===== src/rtl/tmr_pkg.sv =====
package tmr_pkg;

   localparam int unsigned SEL_W    = 4;
   localparam int unsigned N_TAPS   = 7;
   localparam int unsigned SEL_EV0  = 8;

   typedef struct packed {
      logic [1:0]       act_ch;
      logic             act_en;
      logic [SEL_W-1:0] sel;
   } tmr_ctrl_t;

   localparam int unsigned CTRL_W = $bits(tmr_ctrl_t);

   // log2 of the divide ratio for prescaler tap k
   function automatic int unsigned tap_shift(input int unsigned k);
      case (k)
         0: tap_shift = 0;
         1: tap_shift = 1;
         2: tap_shift = 2;
         3: tap_shift = 3;
         4: tap_shift = 6;
         5: tap_shift = 8;
         default: tap_shift = 10;
      endcase
   endfunction

endpackage


===== src/rtl/tmr_prescaler.sv =====
module tmr_prescaler #(
   parameter int unsigned PRE_W  = 10,
   parameter int unsigned N_TAPS = tmr_pkg::N_TAPS
) (
   input  logic              clk_i,
   input  logic              rst_ni,
   output logic [N_TAPS-1:0] tap_o
);
   logic [PRE_W-1:0] pcnt_q;

   if (PRE_W < tmr_pkg::tap_shift(N_TAPS-1)) begin : g_bad_width
      $error("tmr_prescaler: PRE_W too small for the largest tap");
   end

   always_ff @(posedge clk_i or negedge rst_ni) begin
      if (!rst_ni) pcnt_q <= '0;
      else         pcnt_q <= pcnt_q + 1'b1;
   end

   for (genvar k = 0; k < N_TAPS; k++) begin : g_tap
      localparam int unsigned SH = tmr_pkg::tap_shift(k);
      if (SH == 0) begin : g_full
         assign tap_o[k] = 1'b1;
      end else begin : g_div
         assign tap_o[k] = &pcnt_q[SH-1:0];
      end
   end
endmodule


===== src/rtl/tmr_shadow.sv =====
module tmr_shadow #(
   parameter int unsigned W        = 16,
   parameter logic [W-1:0] WORK_RST = '1
) (
   input  logic         clk_i,
   input  logic         rst_ni,
   input  logic         wr_work_i,
   input  logic         wr_buf_i,
   input  logic [W-1:0] wdata_i,
   input  logic         update_i,
   output logic [W-1:0] work_o,
   output logic         valid_o
);
   logic [W-1:0] buf_q;
   logic [W-1:0] work_q;
   logic         valid_q;

   always_ff @(posedge clk_i or negedge rst_ni) begin
      if (!rst_ni) begin
         buf_q   <= '0;
         work_q  <= WORK_RST;
         valid_q <= 1'b0;
      end else begin
         if (wr_buf_i) buf_q <= wdata_i;
         if (wr_buf_i)      valid_q <= 1'b1;
         else if (update_i) valid_q <= 1'b0;
         if (update_i && valid_q) work_q <= buf_q;
         else if (wr_work_i)      work_q <= wdata_i;
      end
   end

   assign work_o  = work_q;
   assign valid_o = valid_q;
endmodule


===== src/rtl/tmr_counter.sv =====
module tmr_counter #(
   parameter int unsigned W = 16
) (
   input  logic         clk_i,
   input  logic         rst_ni,
   input  logic         tick_i,
   input  logic         restart_i,
   input  logic [W-1:0] period_i,
   output logic [W-1:0] count_o,
   output logic         wrap_o
);
   logic [W-1:0] cnt_q;

   assign wrap_o = tick_i && !restart_i && (cnt_q == period_i);

   always_ff @(posedge clk_i or negedge rst_ni) begin
      if (!rst_ni)      cnt_q <= '0;
      else if (restart_i) cnt_q <= '0;
      else if (wrap_o)  cnt_q <= '0;
      else if (tick_i)  cnt_q <= cnt_q + 1'b1;
   end

   assign count_o = cnt_q;
endmodule


===== src/rtl/buf_timer.sv =====
module buf_timer #(
   parameter int unsigned CNT_W  = 16,
   parameter int unsigned N_CH   = 4,
   parameter int unsigned N_EV   = 4,
   parameter int unsigned ADDR_W = 4,
   parameter int unsigned PRE_W  = 10
) (
   input  logic              clk_i,
   input  logic              rst_ni,
   input  logic              wr_en_i,
   input  logic [ADDR_W-1:0] wr_addr_i,
   input  logic [CNT_W-1:0]  wr_data_i,
   input  logic [N_EV-1:0]   event_i,
   output logic [CNT_W-1:0]  count_o,
   output logic [CNT_W-1:0]  period_o,
   output logic [N_CH:0]     buf_valid_o,
   output logic [N_CH-1:0]   match_o,
   output logic              update_o
);
   import tmr_pkg::*;

   localparam int unsigned A_CTRL  = 0;
   localparam int unsigned A_PER   = 1;
   localparam int unsigned A_PBUF  = 2;
   localparam int unsigned A_CMP0  = 3;
   localparam int unsigned N_ADDR  = A_CMP0 + 2 * N_CH;

   if (N_EV < 1 || N_EV > 4) begin : g_bad_ev
      $error("buf_timer: N_EV must be 1 to 4");
   end
   if (N_CH < 1) begin : g_bad_ch
      $error("buf_timer: N_CH must be at least 1");
   end
   if ((1 << ADDR_W) < N_ADDR) begin : g_bad_addr
      $error("buf_timer: ADDR_W too small for the register map");
   end
   if (CNT_W < CTRL_W) begin : g_bad_cnt
      $error("buf_timer: CNT_W narrower than the control word");
   end

   // control register
   tmr_ctrl_t ctrl_q;
   always_ff @(posedge clk_i or negedge rst_ni) begin
      if (!rst_ni) ctrl_q <= '0;
      else if (wr_en_i && wr_addr_i == ADDR_W'(A_CTRL))
         ctrl_q <= tmr_ctrl_t'(wr_data_i[CTRL_W-1:0]);
   end

   // count source selection
   logic [N_TAPS-1:0] taps;
   tmr_prescaler #(.PRE_W(PRE_W), .N_TAPS(N_TAPS)) u_pre (
      .clk_i (clk_i),
      .rst_ni(rst_ni),
      .tap_o (taps)
   );

   logic sel_is_ev;
   logic src_tick;
   logic tick;
   logic restart;
   logic act_hit;

   always_comb begin
      sel_is_ev = 1'b0;
      src_tick  = 1'b0;
      for (int unsigned k = 0; k < N_TAPS; k++)
         if (ctrl_q.sel == SEL_W'(k + 1)) src_tick = taps[k];
      for (int unsigned e = 0; e < N_EV; e++)
         if (ctrl_q.sel == SEL_W'(SEL_EV0 + e)) begin
            sel_is_ev = 1'b1;
            src_tick  = event_i[e];
         end
   end

   always_comb begin
      act_hit = 1'b0;
      for (int unsigned e = 0; e < N_EV; e++)
         if (ctrl_q.act_ch == 2'(e)) act_hit = event_i[e];
   end

   assign tick    = src_tick && (!ctrl_q.act_en || sel_is_ev);
   assign restart = ctrl_q.act_en && sel_is_ev && act_hit;

   // period register with shadow buffer
   logic [CNT_W-1:0] period_w;
   logic             upd;

   tmr_shadow #(.W(CNT_W), .WORK_RST('1)) u_per (
      .clk_i    (clk_i),
      .rst_ni   (rst_ni),
      .wr_work_i(wr_en_i && wr_addr_i == ADDR_W'(A_PER)),
      .wr_buf_i (wr_en_i && wr_addr_i == ADDR_W'(A_PBUF)),
      .wdata_i  (wr_data_i),
      .update_i (upd),
      .work_o   (period_w),
      .valid_o  (buf_valid_o[0])
   );

   tmr_counter #(.W(CNT_W)) u_cnt (
      .clk_i    (clk_i),
      .rst_ni   (rst_ni),
      .tick_i   (tick),
      .restart_i(restart),
      .period_i (period_w),
      .count_o  (count_o),
      .wrap_o   (upd)
   );

   // compare channels
   for (genvar i = 0; i < N_CH; i++) begin : g_cmp
      logic [CNT_W-1:0] cmp_w;
      tmr_shadow #(.W(CNT_W), .WORK_RST('1)) u_cmp (
         .clk_i    (clk_i),
         .rst_ni   (rst_ni),
         .wr_work_i(wr_en_i && wr_addr_i == ADDR_W'(A_CMP0 + 2 * i)),
         .wr_buf_i (wr_en_i && wr_addr_i == ADDR_W'(A_CMP0 + 2 * i + 1)),
         .wdata_i  (wr_data_i),
         .update_i (upd),
         .work_o   (cmp_w),
         .valid_o  (buf_valid_o[i+1])
      );
      assign match_o[i] = tick && !restart && (count_o == cmp_w);
   end

   assign period_o = period_w;
   assign update_o = upd;
endmodule


===== config.mk =====
export PLATFORM = sky130hd
export DESIGN_NAME = buf_timer
export DESIGN_NICKNAME = d
export VERILOG_FILES = /design/src/rtl/tmr_pkg.sv /design/src/rtl/tmr_prescaler.sv /design/src/rtl/tmr_shadow.sv /design/src/rtl/tmr_counter.sv /design/src/rtl/buf_timer.sv
export SDC_FILE = /design/constraint.sdc
export NUM_CORES = 1
export LEC_CHECK = 0
export ABC_AREA = 1
export BUFFER_PORTS_ARGS = -buffer_cell sky130_fd_sc_hd__buf_2
export CAP_MARGIN = 20
export CORE_MARGIN = 3
export CORE_UTILIZATION = 30
export DETAILED_ROUTE_END_ITERATION = 6
export GPL_ROUTABILITY_DRIVEN = 0
export PLACE_DENSITY_LB_ADDON = 0.3
export SYNTH_ARGS = -nofsm -noshare
export SYNTH_HDL_FRONTEND = slang
export SYNTH_SLANG_ARGS = --single-unit

===== constraint.sdc =====
create_clock -name clk_i -period 2.9 [get_ports clk_i]
set_clock_uncertainty 0.05 [all_clocks]
set_input_delay 0.58 -clock clk_i [delete_from_list [all_inputs] [get_ports clk_i]]
set_output_delay 0.58 -clock clk_i [all_outputs]
set_load 0.01 [all_outputs]

Word level (Yosys, flattened, before mapping)
Cells that the tools add are included.

$add $sub $neg: 2. Reductions and logical operators: 46. Mux-type cells: 38. Equality and inequality tests: 29.

Operator list (count): 2-to-1 mux 16 bit (13); == test 16 bit (5); == test 4 x 3 -> 1 bit, second input constant (8); == test 4 bit, second input constant (7); logical AND 1 bit (25); 2-to-1 mux 1 bit (25); nonzero test 2 bit (10); adder 16 x 1 -> 16 bit, second input constant (1); == test 4 x 2 -> 1 bit, second input constant (4); adder 10 x 1 -> 10 bit, second input constant (1); AND reduction 10 bit (1); == test 4 x 1 -> 1 bit, second input constant (2); AND reduction 8 bit (1); AND reduction 6 bit (1); == test 2 bit, second input constant (2); logical NOT 4 bit (1); AND reduction 3 bit (1); nonzero test 3 bit (1); == test 2 x 1 -> 1 bit, second input constant (1); logical NOT 1 bit (2); logical NOT 2 bit (1); AND reduction 2 bit (1); logical OR 1 bit (1).

Output and inout port bits: 42. Register bits after elaboration: 198.

Longest topological paths before layout
Word-level depth: 17. Gate-level depth with buffers: 15.

Cells and area by module
From an unflattened synthesis, not the netlist that was laid out.

Cells, all modules: 1450. Area total of the unflattened synthesis: 11248.3 um^2.

Modules (own cells, without submodules): tmr_shadow (cells an instance 194, area each 1614.0 um^2, instances 5); buf_timer (cells an instance 202, area each 1357.6 um^2, instances 1); tmr_counter (cells an instance 219, area each 1322.5 um^2, instances 1); tmr_prescaler (cells an instance 59, area each 498.0 um^2, instances 1).

Least setup slack after synthesis
Ideal clock, no wire load.

Path kind: reg-to-output. From: register u_pre.pcnt_q[0]. To: output match_o[0]. Arrival: 1.710 ns. Buffers on the path: 1. Cell stages (with the launch flop): 13. Slack: 0.560 ns. Path through: dfrtp_1 ha_1 nand3_2 nor2_2 nand2_1 nor2_1 nor2_1 nand2_1 nand2_1 nand3_2 nand3_4 buf_6 nor3_1.

Word-level cells in the longest chain between the ends: 13.

Ends and longest elaborated chain: start, declared (line tmr_prescaler.sv:9) `logic [PRE_W-1:0] pcnt_q;`; start signal, assigned (line tmr_prescaler.sv:17) `else pcnt_q <= pcnt_q + 1'b1;`; 2-to-1 mux 1 bit or AND reduction 2 bit (tied branches) (line buf_timer.sv:67, tmr_prescaler.sv:25); 2-to-1 mux 1 bit (4 in a row) (line buf_timer.sv:67) `if (ctrl_q.sel == SEL_W'(k + 1)) src_tick = taps[k];`; 2-to-1 mux 1 bit (*) (line buf_timer.sv:67); 2-to-1 mux 1 bit (*) (4 in a row) (line buf_timer.sv:69) `if (ctrl_q.sel == SEL_W'(SEL_EV0 + e)) begin`; logical AND 1 bit (*) (line buf_timer.sv:81) `assign tick = src_tick && (!ctrl_q.act_en || sel_is_ev);`; logical AND 1 bit (*) (2 in a row) (line buf_timer.sv:122) `assign match_o[i] = tick && !restart && (count_o == cmp_w);`; end, declared (line buf_timer.sv:17) `output logic [N_CH-1:0] match_o,`.

Mark *: on every way between the ends. The rest lies on a longest branch, timed or not.

Worst setup path after layout
From: register u_cnt.cnt_q[0], in the netlist u_cnt.count_o[0]. To: output match_o[1].

Word-level cells in the longest chain between the ends: 2.

Ends and longest elaborated chain: start, declared (line tmr_counter.sv:12) `logic [W-1:0] cnt_q;`; start signal, assigned (line tmr_counter.sv:20) `else if (tick_i) cnt_q <= cnt_q + 1'b1;`; == test 16 bit (line buf_timer.sv:122); logical AND 1 bit (line buf_timer.sv:122).

No other way between the ends.

==> results.cfg <==
[finish]
final_cells = 1878
regArea_sq_um = 5070
n_antenna_cell = 0
fin_nets = 1440
n_fill_cell = 3586
final_common_cell = nand2_1
multi_input_area_sq_um = 4690
mostFrequentLayoutCells = nand2_1, nand3_1, inv_1
synthToLayoutAreaGrowth_pct = 14.7
drive_above_1_share = 0.196

[die]
die-area_sq_um = 37900
core_sq_um = 34800
initial_core_util = 0.307
die_h_um = 195
fp-row-count = 68
boundaryPins = 69
die_w_um = 195

[placement]
place_inst = 1837
io_buffers = 68
place_hpwl_um = 24900

[detailed_routing]
drc = 0
wl_um = 35300
dr.pass1.iters = 6
ant_nets = 0
post_drt_wl_per_cell_um = 18.8
drtIter0Drc = 907
viasPerCell = 4.86
vias = 9129

[timing]
hold_viol = 0
fin_hold_ws_ns = 0.0941
period_needed_ns = 2.90
timing.final.ws_setup_ns = -0.00385
rsz0062_at_grt = yes
finalCritPeriodShare = 1.00
slew_headroom = 0.388
slew_viol_final = 0
fmaxAchievable_mhz = 344
worst-slew-pin-transition_ns = 0.918
setup_violations = 1

[power_and_ir_drop]
p_leak_nw = 6.15
peakVddDrop_v = 0.000384
p_per_area_nw_per_um2 = 751
total_power_w = 0.00919

[synthesis]
yosysSeqAreaShare = 0.474
ys_warn_count = 0
syn_area_sq_um = 10700
synth-edff-count = 0
synth.avg_cell_area_sq_um = 7.88
synth_cells = 1355
synth_async_sr_flop_share = 1.00
synthesis.nets = 1385
synth.distinct_cells = 37
synthFlopType = dfrtp_1
ys_ff_latch = 198

[critical_path]
worstPathArrival_ns = 2.27
crit_path_end_kind = output port
critPathRequiredTime_ns = 2.27
startpoint_type = register
crit_fanout = 8
setup.worst_path.class = reg2out

[global_route]
grt_overflow_total = 0
grt_pass1_vias = 8673
grt_max_degree = 73
gr-usage-all-layers = 0.187
grt_pass1_wl_um = 54600
grt_antenna_before_repair = 1

[status]
violations = setup timing
status = complete, but fails checks

[cts]
h-tree-depth = 4
clkTransAtPathRegs_ns = 0.08
clock-sinks = 198
root_buffer = clkbuf_16
clockBufferDepth = 2
clk_latency_ns = 0.45
cts_tree = built
ctsHoldBuffers = 0
cts_buffers = 17

[job]
cap_violations = 0

[min_path]
hp-class = in2async
[where the power goes]
part           internal (W)  switching (W)
registers           0.00367       0.000711
clock network       0.00124        0.00119
logic              0.000967        0.00142
total               0.00587        0.00333
[kinds of logic (layout without fill, tap and decap cells)]
logic type,after synthesis,after routing,synth area share
XOR/XNOR,80,80,0.0657
adder cells (fa/ha/maj),3,3,0.00352
AO/OA/AOI/OAI,134,134,0.0743
AND/OR/NAND/NOR,714,714,0.288
flip-flops,198,198,0.474
buffers and inverters,226,294,0.0946
[worst max-delay path, cell delays in order (launching register included)]
cell	delay [ns]
dfrtp_1	0.44
buf_4	0.21
xnor2_1	0.16
nand3_1	0.09
nor3_1	0.29
buf_4	0.19
nand3_1	0.13
nor3_4	0.17
buf_2	0.15
[path summary, 6_finish.rpt]
path	from	to	slack [ns]	cells after the start
max	u_cnt.count_o[0]$_DFFE_PN0P_	match_o[1]	-0.004	8
max in group asynchronous	rst_ni	u_per.work_o[5]$_DFFE_PN1P_	1.90	2
min	rst_ni	g_cmp[0].u_cmp.buf_q[9]$_DFFE_PN0P_	0.09	1
min reg2reg	u_pre.pcnt_q[9]$_DFF_PN0_	u_pre.pcnt_q[9]$_DFF_PN0_	0.43	1
max reg2reg	u_per.work_o[0]$_DFFE_PN1P_	g_cmp[3].u_cmp.work_o[11]$_DFFE_PN1P_	0.33	11
min in group clk_i	u_pre.pcnt_q[9]$_DFF_PN0_	u_pre.pcnt_q[9]$_DFF_PN0_	0.43	1
[sequential cells by signal, indices dropped and copies added (netlist names)]
| register | cells |
|---|---|
| ctrl_q | 7 |
| u_per.valid_o | 1 |
| g_cmp.u_cmp.work_o | 64 |
| u_cnt.count_o | 16 |
| u_per.buf_q | 16 |
| g_cmp.u_cmp.buf_q | 64 |
| u_per.work_o | 16 |
| g_cmp.u_cmp.valid_o | 4 |
| u_pre.pcnt_q | 10 |
[synthesized netlist by cell type (2+ instances only)]
cell type,count,share of area
nand2_1,454,0.16
nand3_1,180,0.084
inv_1,140,0.049
dfrtp_1,118,0.28
o21ai_0,104,0.049
dfstp_2,80,0.20
xor2_1,55,0.045
clkbuf_1,39,0.014
nor2_1,31,0.011
xnor2_1,25,0.021
buf_2,21,0.0098
nand4_1,15,0.0088
buf_6,13,0.014
nor3_1,11,0.0052
buf_4,10,0.0070
o22ai_2,10,0.012
a221oi_1,7,0.0057
nor4_1,7,0.0041
o22ai_1,5,0.0029
or2_2,4,0.0023
ha_1,3,0.0035
a21oi_1,2,0.00094
inv_2,2,0.00070
nand3_2,2,0.0019
nor2_2,2,0.0012
nor2_8,2,0.0038
o211ai_1,2,0.0014
o21bai_1,2,0.0014
[stage by stage]
| stage | setup WS (ns) | TNS (ns) | instance area (sq um) | utilization |
|---|---|---|---|---|
| 6_report | -0.00385 | -0.00385 | 12200 | 0.352 |
| 5_1_grt | -0.173 | -0.729 | 12200 | 0.352 |
| 4_1_cts | -0.0676 | -0.205 | 12200 | 0.349 |
| 3_5_place_dp | 0.275 | 0 | 11500 | 0.330 |
| 3_3_place_gp | 0.279 | 0 | 11500 | 0.330 |
| 2_1_floorplan | 0.560 | 0 | 10700 | - |
[metal layers]
metal	wire (um)	track usage	vias to the layer above
li1	-	-	4422
met5	13	0	-
met3	2170	0.0361	48
met1	16000	0.262	4364
met4	770	0.0529	2
met2	16300	0.297	293
[final cells by class]
class / instances / area share
tap: 455 / 0.0465
multi-input combinational: 931 / 0.383
timing repair buffer: 119 / 0.0649
clock buffer: 18 / 0.0351
sequential: 198 / 0.414
inverter: 143 / 0.0440
clock inverter: 14 / 0.0127
[timing repair]
action	CTS	global route
pin swaps	6	2
resized for setup	21	10
endpoints found under the setup margin	5	5
setup buffers	3	6
No activity file was read; power rests on OpenSTA's default activity.
